`src/rtl/rbd_pkg.sv`:
```
package rbd_pkg;
  localparam int ATTR_REG_W = 8;
  localparam int FIELD_W    = 3;
  localparam int EVEN_LSB   = 0;
  localparam int ODD_LSB    = 4;

  // Page-size code of one rank within a two-rank attribute register.
  function automatic logic [FIELD_W-1:0] rank_field(input logic [ATTR_REG_W-1:0] reg_v,
                                                    input logic odd);
    return odd ? reg_v[ODD_LSB +: FIELD_W] : reg_v[EVEN_LSB +: FIELD_W];
  endfunction
endpackage

```
`src/rtl/rbd_regs.sv`:
```
module rbd_regs #(
  parameter int RANKS = 4,
  parameter int BND_W = 8,
  parameter int SEL_W = 4
) (
  input  logic                                           clk_i,
  input  logic                                           rst_i,
  input  logic                                           wr_en_i,
  input  logic [SEL_W-1:0]                               wr_sel_i,
  input  logic [BND_W-1:0]                               wr_data_i,
  output logic [1:0][RANKS-1:0][BND_W-1:0]               bnd_o,
  output logic [1:0][RANKS/2-1:0][rbd_pkg::ATTR_REG_W-1:0] attr_o
);
  localparam int PAIRS  = RANKS / 2;
  localparam int NB     = 2 * RANKS;
  localparam int NREGS  = NB + 2 * PAIRS;

  logic [1:0][RANKS-1:0][BND_W-1:0]                bnd_q;
  logic [1:0][PAIRS-1:0][rbd_pkg::ATTR_REG_W-1:0]  attr_q;

  for (genvar ch = 0; ch < 2; ch++) begin : g_ch
    for (genvar r = 0; r < RANKS; r++) begin : g_bnd
      always_ff @(posedge clk_i) begin
        if (rst_i)
          bnd_q[ch][r] <= '0;
        else if (wr_en_i && wr_sel_i == SEL_W'(ch * RANKS + r))
          bnd_q[ch][r] <= wr_data_i;
      end
    end
    for (genvar p = 0; p < PAIRS; p++) begin : g_attr
      always_ff @(posedge clk_i) begin
        if (rst_i)
          attr_q[ch][p] <= '0;
        else if (wr_en_i && wr_sel_i == SEL_W'(NB + ch * PAIRS + p))
          attr_q[ch][p] <= wr_data_i[rbd_pkg::ATTR_REG_W-1:0];
      end
    end
  end

  assign bnd_o  = bnd_q;
  assign attr_o = attr_q;

  // a boundary write lands on the next edge
  assert_wr_bnd_R2: assert property (@(posedge clk_i) disable iff (rst_i)
    (wr_en_i && wr_sel_i == SEL_W'(RANKS)) |=> (bnd_q[1][0] == $past(wr_data_i)));

  // writes to unused selectors touch no register
  assert_unused_sel_R10: assert property (@(posedge clk_i) disable iff (rst_i)
    (wr_en_i && int'(wr_sel_i) >= NREGS) |=> ($stable(bnd_q) && $stable(attr_q)));
endmodule

```
`src/rtl/rbd_match.sv`:
```
module rbd_match #(
  parameter int RANKS = 4,
  parameter int BND_W = 8
) (
  input  logic [1:0][RANKS-1:0][BND_W-1:0]                 bnd_i,
  input  logic [1:0][RANKS/2-1:0][rbd_pkg::ATTR_REG_W-1:0] attr_i,
  output logic                                             ilv_o
);
  logic [RANKS-1:0] same_rank;

  for (genvar r = 0; r < RANKS; r++) begin : g_rank
    logic [rbd_pkg::FIELD_W-1:0] f0, f1;
    assign f0 = rbd_pkg::rank_field(attr_i[0][r/2], 1'(r % 2));
    assign f1 = rbd_pkg::rank_field(attr_i[1][r/2], 1'(r % 2));
    assign same_rank[r] = (bnd_i[0][r] == bnd_i[1][r]) && (f0 == f1);
  end

  assign ilv_o = &same_rank;
endmodule

```
`src/rtl/rbd_select.sv`:
```
module rbd_select #(
  parameter int RANKS  = 4,
  parameter int BND_W  = 8,
  parameter int UNIT_W = 9
) (
  input  logic                             clk_i,
  input  logic                             rst_i,
  input  logic [1:0][RANKS-1:0][BND_W-1:0] bnd_i,
  input  logic                             ilv_i,
  input  logic [UNIT_W-1:0]                unit_i,
  output logic                             hit_o,
  output logic [$clog2(2*RANKS)-1:0]       idx_o
);
  localparam int NR    = 2 * RANKS;
  localparam int IDX_W = $clog2(NR);
  localparam int EFF_W = BND_W + 1;
  localparam int CMP_W = (UNIT_W > EFF_W) ? UNIT_W : EFF_W;

  logic [NR-1:0][CMP_W-1:0] eff;
  logic [NR-1:0]            above;
  logic [NR:0]              seen;
  logic [NR-1:0]            first;
  logic [CMP_W-1:0]         unit_x;

  assign unit_x = CMP_W'(unit_i);

  for (genvar j = 0; j < NR; j++) begin : g_eff
    if (j < RANKS) begin : g_lo
      assign eff[j] = ilv_i ? (CMP_W'(bnd_i[0][j]) << 1) : CMP_W'(bnd_i[0][j]);
    end else begin : g_hi
      assign eff[j] = ilv_i ? '0
                            : CMP_W'(bnd_i[0][RANKS-1]) + CMP_W'(bnd_i[1][j-RANKS]);
    end
    assign above[j] = eff[j] > unit_x;
  end

  assign seen[0] = 1'b0;
  for (genvar j = 0; j < NR; j++) begin : g_pri
    assign first[j]  = above[j] & ~seen[j];
    assign seen[j+1] = seen[j] | above[j];
  end

  always_comb begin
    idx_o = '0;
    for (int j = 0; j < NR; j++)
      if (first[j]) idx_o = idx_o | IDX_W'(j);
  end
  assign hit_o = seen[NR];

  logic [CMP_W-1:0] sel_eff, prev_eff;
  always_comb begin
    sel_eff  = eff[idx_o];
    prev_eff = (idx_o == '0) ? '0 : eff[idx_o - IDX_W'(1)];
  end

  // the chosen boundary lies above the unit, the one before it does not
  assert_lowest_R3: assert property (@(posedge clk_i) disable iff (rst_i)
    hit_o |-> (sel_eff > unit_x && prev_eff <= unit_x));

  // an empty rank (boundary equal to its predecessor) is never picked
  assert_no_empty_R4: assert property (@(posedge clk_i) disable iff (rst_i)
    hit_o |-> (sel_eff != prev_eff));
endmodule

```
`src/rtl/rank_bound_decoder.sv`:
```
module rank_bound_decoder #(
  parameter int ADDR_W      = 34,
  parameter int GRAIN_SHIFT = 25,
  parameter int RANKS       = 4,
  parameter int BND_W       = 8,
  parameter int CH_BIT      = 7,
  parameter int SEL_W       = 4
) (
  input  logic                      clk_i,
  input  logic                      rst_i,
  input  logic                      wr_en_i,
  input  logic [SEL_W-1:0]          wr_sel_i,
  input  logic [BND_W-1:0]          wr_data_i,
  input  logic [ADDR_W-1:0]         addr_i,
  output logic                      hit_o,
  output logic                      ilv_o,
  output logic                      chan_o,
  output logic [$clog2(RANKS)-1:0]  rank_o,
  output logic [2:0]                page_o
);
  localparam int UNIT_W = ADDR_W - GRAIN_SHIFT;
  localparam int RANK_W = $clog2(RANKS);
  localparam int IDX_W  = $clog2(2 * RANKS);

  logic [1:0][RANKS-1:0][BND_W-1:0]                 bnd;
  logic [1:0][RANKS/2-1:0][rbd_pkg::ATTR_REG_W-1:0] attr;
  logic                                             ilv_c, hit_c, chan_c;
  logic [IDX_W-1:0]                                 idx_c;
  logic [RANK_W-1:0]                                rank_c;
  logic [2:0]                                       page_c;

  rbd_regs #(.RANKS(RANKS), .BND_W(BND_W), .SEL_W(SEL_W)) u_regs (
    .clk_i(clk_i), .rst_i(rst_i), .wr_en_i(wr_en_i), .wr_sel_i(wr_sel_i),
    .wr_data_i(wr_data_i), .bnd_o(bnd), .attr_o(attr));

  rbd_match #(.RANKS(RANKS), .BND_W(BND_W)) u_match (
    .bnd_i(bnd), .attr_i(attr), .ilv_o(ilv_c));

  rbd_select #(.RANKS(RANKS), .BND_W(BND_W), .UNIT_W(UNIT_W)) u_sel (
    .clk_i(clk_i), .rst_i(rst_i), .bnd_i(bnd), .ilv_i(ilv_c),
    .unit_i(addr_i[ADDR_W-1:GRAIN_SHIFT]), .hit_o(hit_c), .idx_o(idx_c));

  always_comb begin
    rank_c = idx_c[RANK_W-1:0];
    chan_c = ilv_c ? addr_i[CH_BIT] : idx_c[IDX_W-1];
    page_c = rbd_pkg::rank_field(attr[chan_c][rank_c[RANK_W-1:1]], rank_c[0]);
  end

  always_ff @(posedge clk_i) begin
    if (rst_i) begin
      hit_o  <= 1'b0;
      ilv_o  <= 1'b0;
      chan_o <= 1'b0;
      rank_o <= '0;
      page_o <= '0;
    end else begin
      hit_o  <= hit_c;
      ilv_o  <= ilv_c;
      chan_o <= hit_c ? chan_c : 1'b0;
      rank_o <= hit_c ? rank_c : '0;
      page_o <= hit_c ? page_c : '0;
    end
  end

  // reset clears the outputs
  assert_reset_R1: assert property (@(posedge clk_i) rst_i |=> (!hit_o && !ilv_o));

  // a miss reports zero selection
  assert_miss_zero_R5: assert property (@(posedge clk_i) disable iff (rst_i)
    !hit_o |-> (!chan_o && rank_o == '0 && page_o == '0));

  // interleaved hits take the channel from the address line bit
  assert_ilv_chan_R7: assert property (@(posedge clk_i) disable iff (rst_i)
    (ilv_c && hit_c) |=> (chan_o == $past(addr_i[CH_BIT])));
endmodule

```
`config.mk`:
```
export PLATFORM = sky130hd
export DESIGN_NAME = rank_bound_decoder
export DESIGN_NICKNAME = d
export VERILOG_FILES = /design/src/rtl/rbd_pkg.sv /design/src/rtl/rbd_regs.sv /design/src/rtl/rbd_match.sv /design/src/rtl/rbd_select.sv /design/src/rtl/rank_bound_decoder.sv
export SDC_FILE = /design/constraint.sdc
export NUM_CORES = 1
export LEC_CHECK = 0
export ABC_AREA = 1
export BUFFER_PORTS_ARGS = -buffer_cell sky130_fd_sc_hd__clkbuf_2
export CAP_MARGIN = 40
export CORE_MARGIN = 3
export CORE_UTILIZATION = 56
export DETAILED_ROUTE_END_ITERATION = 16
export PLACE_DENSITY = 0.78
export SYNTH_ARGS = -nofsm -noshare
export SYNTH_HDL_FRONTEND = slang
export SYNTH_SLANG_ARGS = --single-unit
```
`constraint.sdc`:
```
create_clock -name clk_i -period 4 [get_ports clk_i]
set_clock_uncertainty 0.05 [all_clocks]
set_input_delay 0.4 -clock clk_i [delete_from_list [all_inputs] [get_ports clk_i]]
set_output_delay 0.4 -clock clk_i [all_outputs]
set_load 0.02 [all_outputs]
```
==> results.cfg <==
[global_routing]
grt_pass1_vias = 6659
gr-total-overflow = 0
grt_usage_pct = 28.10
grt_max_degree = 51
grt_pass1_wl_um = 32580
antenna_found_initial = 0

[synthesis]
syn_nets = 1293
netlist_area_um2 = 7525
async_flop_share_pct = 0
synth_edf_count = 0
synth.distinct_cells = 35
ys_seq_elements = 96
synth_seq_area_share_pct = 25.54
avgSynthCellArea_um2 = 6.624
synthCells = 1136
yosysWarnings = 0
synthFlopType = dfxtp_1

[layout]
area_growth_pct = 13.65
nets = 1335
final_area_um2 = 8552
drive_above_1_share_pct = 12.60
fillCellCount = 1137
n_antenna_cell = 0

[routing]
vias = 7413
first_pass_iters = 6
drcViolationCount = 0
avgViaCountPerCell = 5.471
first_iter_violations = 537
wirelength_um = 20830
wl_per_cell_um = 15.37
route.antenna.remaining_nets = 0

[power_and_ir_drop]
vdd_drop_max_v = 0.0003046
p_leak_nw = 4.287
powerDensity_nw_per_um2 = 279.8

[clock_tree]
cts_htree_levels = 3
clkTransAtPathRegs_ps = 70
clk-insertion-delay-late_ps = 350
cts_tree = built
cts_root_buffer = clkbuf_16
cts_buffer_depth = 2
cts.sinks = 96
numCtsBuffers = 9

[sta]
maxSlewViolCount = 0
rsz0062_at_grt = true
hold_viol_final = 0
period_share_pct = 100.9
fin_setup_tns_ps = -98.73
worst_pin_slew_ps = 701.1
min_period_ps = 4037
finalSetupViolCount = 3
setup_slack_ps = -36.91
slew_headroom_pct = 53.09
fmax_ghz = 0.2477

[setup_path]
crit_path_end_kind = flip-flop
cp_slowest_cell = dfxtp_4
worstReg2RegEnd = page_o[0]
cp_max_fo = 5
crit_cells = 30
path_delay_family = simple AND/OR/NAND/NOR gates
rrSetupSlack_ps = -40
cp-start-kind = flip-flop
crit_buf_inv = 5
cp_slowest_stage_delay_ps = 380
path_class = reg2reg
critPathCapture = page_o[0]
reg2reg_depth = 30
crit_path_frequent_cell = nor2_1
crit_required_ps = 4200
worstPathArrival_ps = 4240
crit_start = u_regs.bnd_o[26]
r2r_start = u_regs.bnd_o[26]

[run_status]
violations = setup timing
outcome = finished with violations

[floorplanning]
pin_count = 57
die_h_um = 121.9
start_util_pct = 58.44
fp.dieW_um = 121.9
fp.dieArea_um2 = 14860
row_count = 41
core_area_um2 = 12880

[place]
dp_hpwl_um = 15340
gp_congestion = 0.8946
numPortBuffers = 32
dpl_cell_area_um2 = 8011

[run]
maxCapViolCount = 0

[hold_path]
hold_path_class = in2reg
[synth_stat cells (3+ instances only)]
library cell | instances | share of area (%)
xnor2_1 | 14 | 1.6
nor2_1 | 190 | 9.5
nand3_1 | 39 | 2.6
a21oi_1 | 88 | 5.9
inv_1 | 137 | 6.8
nand2_1 | 194 | 9.7
ha_1 | 104 | 17
nor2_2 | 4 | 0.33
nand2_2 | 10 | 0.83
xor2_1 | 18 | 2.1
inv_2 | 6 | 0.30
nor2_4 | 3 | 0.45
a31oi_1 | 8 | 0.67
nand3b_1 | 3 | 0.30
nand4_1 | 13 | 1.1
fa_1 | 4 | 1.1
a21o_1 | 4 | 0.40
dfxtp_1 | 96 | 26
clkbuf_1 | 33 | 1.6
clkinv_1 | 4 | 0.20
o21ai_0 | 132 | 8.8
nor3_1 | 16 | 1.1
[layer usage]
metal	share of wire, %	wire length [um]	vias up	track usage (%)
li1	-	-	3781	-
met1	44	9069	3343	36.54
met2	46	9521	233	46.51
met3	6.1	1261	56	3.993
met4	4.7	980	0	12.32
met5	0	0	-	0
[report_power, final]
part	switching, mW	total (mW)	internal (mW)
Clock	0.395	0.822	0.427
Combinational	0.357	0.571	0.214
Sequential	0.0216	1.00	0.978
Total	0.774	2.39	1.62
[layout make-up]
cell class	count	area (um2)	share of cell area, %
Sequential cell	96	1933	22.60
Timing Repair Buffer	67	490.5	5.735
Clock inverter	7	57.56	0.6730
Tap cell	172	215.2	2.516
Multi-Input combinational cell	857	5079	59.39
Inverter	147	551.8	6.452
Clock buffer	9	225.2	2.634
[registers in the layout, summed over array words and instances, names as in the netlist]
signal / count
u_regs.bnd_o: 64
u_regs.attr_o: 24
page_o: 3
rank_o: 2
chan_o: 1
hit_o: 1
ilv_o: 1
[layout by cell type (no fill, tap or decap), types with 4 or more instances in the layout]
| master | n |
|---|---|
| a21o_1 | 4 |
| a21oi_1 | 86 |
| a31oi_1 | 6 |
| buf_4 | 26 |
| buf_6 | 4 |
| clkbuf_16 | 10 |
| clkbuf_2 | 32 |
| clkinv_1 | 4 |
| dfxtp_1 | 91 |
| ha_1 | 98 |
| ha_4 | 6 |
| inv_1 | 132 |
| inv_2 | 11 |
| nand2_1 | 190 |
| nand2_2 | 14 |
| nand3_1 | 38 |
| nand4_1 | 13 |
| nor2_1 | 185 |
| nor2_2 | 9 |
| nor3_1 | 14 |
| o21ai_0 | 129 |
| xnor2_1 | 14 |
| xor2_1 | 18 |
[what timing repair did]
item                       in CTS  in global routing
pin swaps                       1                 16
buffers inserted                0                  3
resized for setup               3                 47
cloned                          0                  2
setup endpoints to repair       3                  7
hold buffers                    0                  0
[through the flow]
step           util (%)  std cells  total power, mW  hold WS (ps)  setup WS, ps
3_5_place_dp      62.22       1334            1.539         431.0        -86.02
4_1_cts           64.54       1350            2.358         169.8        0.3921
3_3_place_gp      62.22       1334            1.525         421.5         12.54
6_report          66.42       1355            2.393         176.4        -36.91
2_1_floorplan         -       1136            1.370         401.7         274.8
5_1_grt           66.42       1355            2.508         180.4        -389.5
[how the worst min path moves through the flow]
stage                      startpoint           endpoint  slack [ps]  depth (start not counted)
finish                          rst_i              ilv_o         180                          2
global route                    rst_i              ilv_o         180                          2
CTS                             rst_i              ilv_o         170                          2
detailed placement  u_regs.attr_o[29]  u_regs.attr_o[29]         430                          2
global placement      u_regs.bnd_o[6]    u_regs.bnd_o[6]         420                          2
floorplan             u_regs.bnd_o[6]    u_regs.bnd_o[6]         400                          2
[cells by family after synthesis]
kind of cell	after synthesis	share of synthesized area [%]
fa+ha+maj	108	18.36
flops	96	25.54
compound gates	237	16.20
simple gates	480	26.84
buf+inv	183	9.345
xor+xnor	32	3.725
(Power assumes the default switching activity.)
